==> src/rtl/erase_pkg.sv <==
package erase_pkg;
    typedef enum logic [1:0] {
        ST_IDLE = 2'd0,
        ST_REQ  = 2'd1,
        ST_WAIT = 2'd2
    } seq_state_t;

    localparam logic [1:0] SEL_CMD  = 2'd0;
    localparam logic [1:0] SEL_PAGE = 2'd1;
    localparam logic [1:0] SEL_MASS = 2'd2;

    localparam logic [7:0] CMD_PAGE_ERASE = 8'h55;
    localparam logic [7:0] CMD_MASS_ERASE = 8'hAA;
endpackage

==> src/rtl/erase_arm_regs.sv <==
module erase_arm_regs #(
    parameter int PAGE_W = 6
) (
    input  logic              clk,
    input  logic              rst_n,
    input  logic              wr_page,
    input  logic [PAGE_W-1:0] page_data,
    input  logic              wr_mass,
    input  logic              mass_bit,
    input  logic              use_page,
    input  logic              use_mass,
    output logic [PAGE_W-1:0] page_addr,
    output logic              page_armed,
    output logic              mass_en
);
    always_ff @(posedge clk or negedge rst_n) begin
        if (!rst_n) begin
            page_addr  <= '0;
            page_armed <= 1'b0;
        end else if (wr_page) begin
            page_addr  <= page_data;
            page_armed <= 1'b1;
        end else if (use_page) begin
            page_armed <= 1'b0;
        end
    end

    always_ff @(posedge clk or negedge rst_n) begin
        if (!rst_n) begin
            mass_en <= 1'b0;
        end else if (wr_mass) begin
            mass_en <= mass_bit;
        end else if (use_mass) begin
            mass_en <= 1'b0;
        end
    end
endmodule

==> src/rtl/erase_cmd_decode.sv <==
module erase_cmd_decode
    import erase_pkg::*;
#(
    parameter int DATA_W = 8
) (
    input  logic              cmd_wr,
    input  logic [DATA_W-1:0] cmd_byte,
    input  logic              idle,
    input  logic              page_armed,
    input  logic              mass_en,
    input  logic              dbg_en,
    output logic              go_page,
    output logic              go_mass
);
    localparam logic [DATA_W-1:0] PAGE_CODE = DATA_W'(CMD_PAGE_ERASE);
    localparam logic [DATA_W-1:0] MASS_CODE = DATA_W'(CMD_MASS_ERASE);

    logic accept;
    assign accept = cmd_wr && idle;

    always_comb begin
        go_page = 1'b0;
        go_mass = 1'b0;
        if (accept) begin
            if (cmd_byte == PAGE_CODE) begin
                go_page = page_armed;
            end else if (cmd_byte == MASS_CODE) begin
                go_mass = mass_en && dbg_en;
            end
        end
    end
endmodule

==> src/rtl/erase_seq_fsm.sv <==
module erase_seq_fsm
    import erase_pkg::*;
#(
    parameter int PAGE_W = 6
) (
    input  logic              clk,
    input  logic              rst_n,
    input  logic              go_page,
    input  logic              go_mass,
    input  logic              flash_done,
    input  logic [PAGE_W-1:0] page_addr,
    output logic              idle,
    output logic              req_page,
    output logic              req_mass,
    output logic [PAGE_W-1:0] req_addr,
    output logic              busy
);
    seq_state_t state_q, state_d;
    logic              kind_mass_q;
    logic [PAGE_W-1:0] addr_q;

    always_ff @(posedge clk or negedge rst_n) begin
        if (!rst_n) begin
            state_q     <= ST_IDLE;
            kind_mass_q <= 1'b0;
            addr_q      <= '0;
        end else begin
            state_q <= state_d;
            if (state_q == ST_IDLE && (go_page || go_mass)) begin
                kind_mass_q <= go_mass;
                addr_q      <= go_page ? page_addr : '0;
            end
        end
    end

    always_comb begin
        state_d = state_q;
        unique case (state_q)
            ST_IDLE: if (go_page || go_mass) state_d = ST_REQ;  // launch_page / launch_mass
            ST_REQ:  state_d = ST_WAIT;                          // issued
            ST_WAIT: if (flash_done) state_d = ST_IDLE;          // done / hold
            default: state_d = ST_IDLE;
        endcase
    end

    always_comb begin
        idle     = 1'b0;
        req_page = 1'b0;
        req_mass = 1'b0;
        busy     = 1'b0;
        req_addr = addr_q;
        unique case (state_q)
            ST_IDLE: idle = 1'b1;
            ST_REQ: begin
                busy     = 1'b1;
                req_page = !kind_mass_q;
                req_mass = kind_mass_q;
            end
            ST_WAIT: busy = 1'b1;
            default: idle = 1'b1;
        endcase
    end
endmodule

==> src/rtl/erase_seq_top.sv <==
module erase_seq_top
    import erase_pkg::*;
#(
    parameter int DATA_W = 8,
    parameter int PAGE_W = 6
) (
    input  logic              clk,
    input  logic              rst_n,
    input  logic              reg_we,
    input  logic [1:0]        reg_sel,
    input  logic [DATA_W-1:0] reg_wdata,
    input  logic              dbg_en,
    input  logic              flash_done,
    output logic              req_page,
    output logic              req_mass,
    output logic [PAGE_W-1:0] req_addr,
    output logic              busy
);
    logic wr_cmd, wr_page, wr_mass;
    logic go_page, go_mass, idle;
    logic page_armed, mass_en;
    logic [PAGE_W-1:0] page_addr;

    assign wr_cmd  = reg_we && (reg_sel == SEL_CMD);
    assign wr_page = reg_we && (reg_sel == SEL_PAGE);
    assign wr_mass = reg_we && (reg_sel == SEL_MASS);

    erase_arm_regs #(.PAGE_W(PAGE_W)) u_arm (
        .clk        (clk),
        .rst_n      (rst_n),
        .wr_page    (wr_page),
        .page_data  (reg_wdata[PAGE_W-1:0]),
        .wr_mass    (wr_mass),
        .mass_bit   (reg_wdata[0]),
        .use_page   (go_page),
        .use_mass   (go_mass),
        .page_addr  (page_addr),
        .page_armed (page_armed),
        .mass_en    (mass_en)
    );

    erase_cmd_decode #(.DATA_W(DATA_W)) u_dec (
        .cmd_wr     (wr_cmd),
        .cmd_byte   (reg_wdata),
        .idle       (idle),
        .page_armed (page_armed),
        .mass_en    (mass_en),
        .dbg_en     (dbg_en),
        .go_page    (go_page),
        .go_mass    (go_mass)
    );

    erase_seq_fsm #(.PAGE_W(PAGE_W)) u_fsm (
        .clk        (clk),
        .rst_n      (rst_n),
        .go_page    (go_page),
        .go_mass    (go_mass),
        .flash_done (flash_done),
        .page_addr  (page_addr),
        .idle       (idle),
        .req_page   (req_page),
        .req_mass   (req_mass),
        .req_addr   (req_addr),
        .busy       (busy)
    );
endmodule

==> config.mk <==
export PLATFORM = sky130hd
export DESIGN_NAME = erase_seq_top
export DESIGN_NICKNAME = d
export VERILOG_FILES = /design/src/rtl/erase_pkg.sv /design/src/rtl/erase_arm_regs.sv /design/src/rtl/erase_cmd_decode.sv /design/src/rtl/erase_seq_fsm.sv /design/src/rtl/erase_seq_top.sv
export SDC_FILE = /design/constraint.sdc
export NUM_CORES = 1
export LEC_CHECK = 0
export BUFFER_PORTS_ARGS = -buffer_cell sky130_fd_sc_hd__buf_2
export CAP_MARGIN = 40
export CORE_AREA = 2 2 45 47
export DETAILED_ROUTE_END_ITERATION = 12
export DIE_AREA = 0 0 47 49
export PLACE_DENSITY = 0.72
export SKIP_LAST_GASP = 1
export SLEW_MARGIN = 20
export SYNTH_ARGS = -nofsm -noshare
export SYNTH_HDL_FRONTEND = slang
export SYNTH_SLANG_ARGS = --single-unit
==> constraint.sdc <==
create_clock -name clk -period 2.3 [get_ports clk]
set_input_delay 0.115 -clock clk [delete_from_list [all_inputs] [get_ports clk]]
set_output_delay 0.115 -clock clk [all_outputs]
set_load 0.03 [all_outputs]
==> results.txt, run 1 <==
Seq/Total Area, Yosys -> 50.9%
Clock H-tree levels -> 1
Worst Reg-to-Reg Cells -> 6
Synth Instances -> 68
Post-Place Worst Slack -> 252 ps
Reg-to-reg endpoint -> u_fsm.state_q[1]
Max frequency -> 0.484 GHz
Commonest non-fill, non-tap cells in the layout -> 23 x buf_2, 17 x dfrtp_1, 6 x a22o_1, 5 x nand2_1, 5 x mux2_2
Antenna viol nets, final -> 0
CP Capture Type -> flip-flop
Data required, critical path -> 2470 ps
Worst rel slew slack -> 62.6%
Most common cell after layout, fill and taps aside -> buf_2
Yosys cell types -> 26
Post-synthesis adder-cell area fraction -> 5.99%
Main combinational cell family by area after synthesis -> simple AND/OR/NAND/NOR gates
Status -> complete, no violations
Post-CTS Resized -> 0
Post-synth EDFFs -> 0
DP Wirelength -> 1210 um
Grt ovf -> 0
Die X-Extent -> 47 um
Number of DRC markers in iteration 0 -> 6
CP Data Arrival Time -> 2240 ps
Final Hold Vio Count -> 0
Post-CTS Hold Fix Bufs -> 1
Die Area -> 2300 um2
Layout cells sized above 1 -> 34.7%
Post-synth ARST share -> 100%
Setup CP Type -> flip-flop to flip-flop
Pre-antenna DRT Iters -> 4
IO Port Bufs -> 23
CTS tree -> done
Area growth from synthesis to layout -> 21.7%
Final Hold Slack -> 90.1 ps
RSZ-0062 raised after global routing -> false
Drt drc -> 0
Xor/xnor share of the synthesized area -> 0%
RePlAce Congestion -> 0.810
Total number of yosys warnings -> 0
HP Class -> primary input to flip-flop
Final net count -> 115
Yosys reg bits -> 17
Hold Startpoint -> reg_wdata[5]
Vias after detailed routing -> 623
Storage cell area -> 425 um2
Leakage power -> 0.517 nW
Core Footprint -> 1840 um2
Critical path startpoint category -> flip-flop
Routed wire per std cell -> 12.8 um
Top cell type's share of synthesized area -> 50.9%
Initial core utilization -> 45.4%
Via density per instance -> 5.11
Final worst path period share -> 89.9%
Skew-Pair Late Insertion Delay -> 280 ps
Die Ht -> 49 um
Mapped cell area -> 836 um2
CP max FO -> 5
Initial antenna violation count -> 0
R2r setup slk -> 230 ps
Top_reg_cell synth -> dfrtp_1
Mean Syn Cell Area -> 12.3 um2
Setup TNS -> 0 ps
GRT Overall Usage -> 16.6%
Filler Cells Inserted -> 176
Max cap viols -> 0
Max clock buf depth -> 2
Clock transition at the registers of the reported paths -> 90 ps
Hold path cells -> 2
Multi-input gate area -> 392 um2
Top cell type by total area after synthesis -> dfrtp_1
Clock Skew -> 2.02 ps
Worst-Margin Slew -> 558 ps
Area fraction in compound gates after synthesis -> 11.4%
Max Slew Vio Count -> 0
Site Rows -> 16
Vias in the first global route -> 640
Routed WL -> 1560 um
Final worst slack -> 232 ps
Largest net degree at the start of global routing -> 18
ANT cells -> 0
Hold EP -> u_arm.page_addr[5]
Syn nets -> 87
Power density cells -> 555 nW/um2
Final Util -> 55.2%
Ports -> 24
Root Driver -> clkbuf_4
Simple-gate portion of the synthesized area -> 21.4%
Worst vdd ir -> 356 uV
Tmin final -> 2070 ps
FF-to-FF Start -> u_fsm.state_q[0]
# Post-CTS Setup Buffers -> 0
Post-synthesis mux area share -> 8.08%
First-pass GRT wire length -> 2700 um
Num CTS Buffers -> 3
# clock sinks -> 17
Power Total -> 0.565 mW
Finish-stage setup viols -> 0
Largest cells by area after synthesis -> dfrtp_1 51%, mux2_2 6.7%, a22o_1 6.3%
worst max-delay path, cell delays in order, from the launching register on:
cell and delay [ps]:
dfrtp_1 410, inv_1 80, ha_1 340, nor4b_4 360
nand4_1 200, a31oi_1 230, mux2_1 330
stage by stage:
step | instances | instance area, um2
floorplan | 68 | 836
global placement | 117 | 981
detailed placement | 117 | 981
CTS | 122 | 1020
global route | 122 | 1020
finish | 122 | 1020
where the power goes:
group / internal, mW / switching, mW / total, mW
clock: 0.0673 / 0.0848 / 0.152
sequential: 0.324 / 0.0128 / 0.336
combinational: 0.0385 / 0.0378 / 0.0763
layer usage:
| metal | vias up | share of wire [%] | GRT usage [%] |
|---|---|---|---|
| met4 | 0 | 0.64 | 4.17 |
| met2 | 17 | 49 | 25.8 |
| met3 | 2 | 5.1 | 5.93 |
| met1 | 299 | 45 | 21.7 |
| li1 | 305 | - | - |
| met5 | - | 0 | 0 |
cell type report:
type | count | area share, %
flip-flops and latches | 17 | 41.8
repair buffers | 24 | 12.3
inverters | 4 | 1.48
multi-input cells | 46 | 38.5
well taps | 27 | 3.32
clock buffers | 4 | 2.58
synthesized netlist by cell type, drive strengths merged, types with 2 or more instances:
cell type  instances
dfrtp             17
a22o               6
mux2               6
nand2              5
ha                 4
inv                4
o21ai              3
and2               2
and3               2
and4b              2
nand3b             2
nor2b              2
nor4b              2
worst max path at each step:
stage                      from  slack [ps]                to  cells past startpoint
3_5_place_dp   u_fsm.state_q[0]         250  u_fsm.state_q[1]                      6
5_1_grt        u_fsm.state_q[0]         100  u_fsm.state_q[1]                      6
2_1_floorplan  u_fsm.state_q[0]         240  u_fsm.state_q[1]                      6
6_report       u_fsm.state_q[0]         230  u_fsm.state_q[1]                      6
4_1_cts        u_fsm.state_q[0]         230  u_fsm.state_q[1]                      6
3_3_place_gp   u_fsm.state_q[0]         310  u_fsm.state_q[1]                      6
registers in the layout (all words and copies together), names as in the netlist:
name / flops
u_arm.page_addr: 6
u_fsm.req_addr: 6
u_fsm.state_q: 2
u_arm.mass_en: 1
u_arm.page_armed: 1
u_fsm.kind_mass_q: 1
cells by family after synthesis:
logic type,count (synthesis)
simple gates,23
compound gates,13
mux,6
fa+ha+maj,4
flops,17
buf+inv,5
Note: power is estimated with default switching activity, not from simulation.
==> run 2: changes to the inputs <==
--- a/config.mk
+++ b/config.mk
@@ -7,12 +7,13 @@
 export LEC_CHECK = 0
 export BUFFER_PORTS_ARGS = -buffer_cell sky130_fd_sc_hd__buf_2
 export CAP_MARGIN = 40
-export CORE_AREA = 2 2 45 47
+export CORE_AREA = 10 10 53 55
 export DETAILED_ROUTE_END_ITERATION = 12
-export DIE_AREA = 0 0 47 49
-export PLACE_DENSITY = 0.72
+export DIE_AREA = 0 0 63 65
+export PLACE_DENSITY_LB_ADDON = 0.1
 export SKIP_LAST_GASP = 1
 export SLEW_MARGIN = 20
 export SYNTH_ARGS = -nofsm -noshare
 export SYNTH_HDL_FRONTEND = slang
+export SYNTH_HIERARCHICAL = 1
 export SYNTH_SLANG_ARGS = --single-unit
==> results.txt, run 2 <==
Skew-Pair Late Insertion Delay -> 290 ps
RePlAce Congestion -> 0.845
Number of DRC markers in iteration 0 -> 15
WL met1 -> 878 um
Met2 wire length -> 781 um
Pre-antenna DRT Iters -> 4
Final Hold Slack -> 76.0 ps
Area growth from synthesis to layout -> 19.9%
Most common cell in the netlist -> dfrtp_1
HP Class -> primary input to flip-flop
Syn nets -> 86
Top cell type's share of synthesized area -> 49.5%
Vias after detailed routing -> 603
R2r setup slk -> 230 ps
Largest cells by area after synthesis -> dfrtp_1 49%, mux2_4 10%, a22o_1 6.1%
IO Port Bufs -> 23
# clock sinks -> 17
Ports -> 24
Root Driver -> clkbuf_4
Die Ht -> 65 um
Largest net degree at the start of global routing -> 18
Data required, critical path -> 2470 ps
Top cell type by total area after synthesis -> dfrtp_1
ANT cells -> 0
Site Rows -> 16
Worst rel slew slack -> 63.7%
GRT Overall Usage -> 9.48%
Die X-Extent -> 63 um
Post-synth top cells -> 17 x dfrtp_1, 6 x a22o_1, 6 x mux2_4, 5 x inv_1, 4 x ha_1
Total number of yosys warnings -> 6
Status -> complete, no violations
Initial core utilization -> 46.2%
Setup TNS -> 0 ps
Finish-stage setup viols -> 0
Synth Instances -> 67
Top layer in use -> met4
Die Area -> 4100 um2
Post-synth EDFFs -> 0
Critical path startpoint category -> flip-flop
Vias in the first global route -> 650
CP Capture Type -> flip-flop
Num CTS Buffers -> 3
Yosys reg bits -> 17
Cell Chain, Critical Path -> inv_1 > ha_1 > inv_1 > nand4_1 > nor4_2 > nor2_1 > a21oi_1 > mux2_1
CTS tree -> done
Final worst path period share -> 90.2%
Mapped cell area -> 860 um2
Hold path cells -> 2
Worst Reg-to-Reg Cells -> 8
RSZ-0062 raised after global routing -> false
Reg-to-reg endpoint -> u_fsm/state_q[1]
Hold EP -> u_arm/page_addr[3]
Max Slew Vio Count -> 0
# Post-CTS Setup Buffers -> 0
Most common cell after layout, fill and taps aside -> buf_2
FF-to-FF Start -> u_fsm/state_q[0]
Post-synth ARST share -> 100%
Post-CTS Resized -> 0
Yosys cell types -> 26
Tmin final -> 2070 ps
Worst vdd ir -> 302 uV
Max cap viols -> 0
Via density per instance -> 4.98
Routed wire per std cell -> 14.9 um
Layout cells sized above 1 -> 41.5%
Antenna viol nets, final -> 0
Clock Skew -> 9.11 ps
Max frequency -> 0.482 GHz
CP Data Arrival Time -> 2250 ps
Mean Syn Cell Area -> 12.8 um2
Hold Startpoint -> reg_wdata[3]
Leakage power -> 0.506 nW
Max clock buf depth -> 2
Final Hold Vio Count -> 0
Initial antenna violation count -> 0
Worst path max stage delay -> 390 ps
Grt ovf -> 0
Clock H-tree levels -> 1
Slowest CP cell -> nor4_2
Worst-Margin Slew -> 540 ps
Post-CTS Hold Fix Bufs -> 1
Core Footprint -> 1860 um2
First-pass GRT wire length -> 3120 um
Seq/Total Area, Yosys -> 49.5%
CP dominant cell by count -> inv_1
CP max FO -> 4
Clock transition at the registers of the reported paths -> 100 ps
Drt drc -> 0
DP Wirelength -> 1380 um
Setup CP Type -> flip-flop to flip-flop
Power density cells -> 563 nW/um2
Commonest non-fill, non-tap cells in the layout -> 23 x buf_2, 17 x dfrtp_1, 6 x mux2_4, 6 x a22o_1, 5 x inv_1
Routed WL -> 1800 um
Final net count -> 114
Top_reg_cell synth -> dfrtp_1
Filler Cells Inserted -> 163
Met3 routed WL -> 128 um
run 2: worst max path at each step:
stage	depth (start not counted)	endpoint	slack [ps]	startpoint
CTS	8	u_fsm/state_q[1]	240	u_fsm/state_q[0]
floorplan	8	u_fsm/state_q[1]	250	u_fsm/state_q[0]
global placement	8	u_fsm/state_q[1]	360	u_fsm/state_q[0]
finish	8	u_fsm/state_q[1]	230	u_fsm/state_q[0]
global route	8	u_fsm/state_q[1]	50	u_fsm/state_q[0]
detailed placement	8	u_fsm/state_q[1]	260	u_fsm/state_q[0]
run 2: kinds of logic after synthesis:
family | Yosys count | synth area share (%)
buffers and inverters | 7 | 4.80
AOI/OAI and AO/OA | 13 | 10.9
adders and majority gates | 4 | 5.82
muxes | 7 | 11.8
and+or+nand+nor | 19 | 17.2
DFF | 17 | 49.5
run 2: worst max-delay path: cells and delay by family, from the launching register on:
kind	cells	cell delay (ps)
simple gates	3	600
flops	1	380
buf+inv	2	150
mux	1	330
fa+ha+maj	1	300
compound gates	1	190
run 2: power breakdown:
group	internal (mW)	switching, mW	total (mW)
Combinational	0.0491	0.0348	0.0839
Clock	0.0646	0.0933	0.158
Sequential	0.324	0.0145	0.339
run 2: cell type report:
cell class / count / area [um2] / share of cell area (%)
inverters: 5 / 18.8 / 1.82
clock buffers: 3 / 22.5 / 2.18
repair buffers: 25 / 133 / 12.9
well taps: 27 / 33.8 / 3.28
multi-input cells: 43 / 393 / 38.1
clock inverters: 1 / 5.00 / 0.485
flip-flops and latches: 17 / 425 / 41.3
run 2: layer usage:
layer / up-vias / GRT usage [%]
li1: 295 / -
met1: 281 / 12.0
met2: 25 / 14.0
met3: 2 / 3.09
met4: 0 / 5.03
met5: - / 0
run 2: through the flow:
stage | cell area, um2 | power [mW] | util (%) | setup WS [ps] | instances
final | 1030 | 0.580 | 55.4 | 226 | 121
after detailed placement | 993 | 0.428 | 53.4 | 257 | 116
after floorplan | 860 | 0.396 | - | 253 | 67
after CTS | 1030 | 0.589 | 55.4 | 243 | 121
after global routing | 1030 | 0.614 | 55.4 | 54.2 | 121
after global placement | 993 | 0.426 | 53.4 | 364 | 116
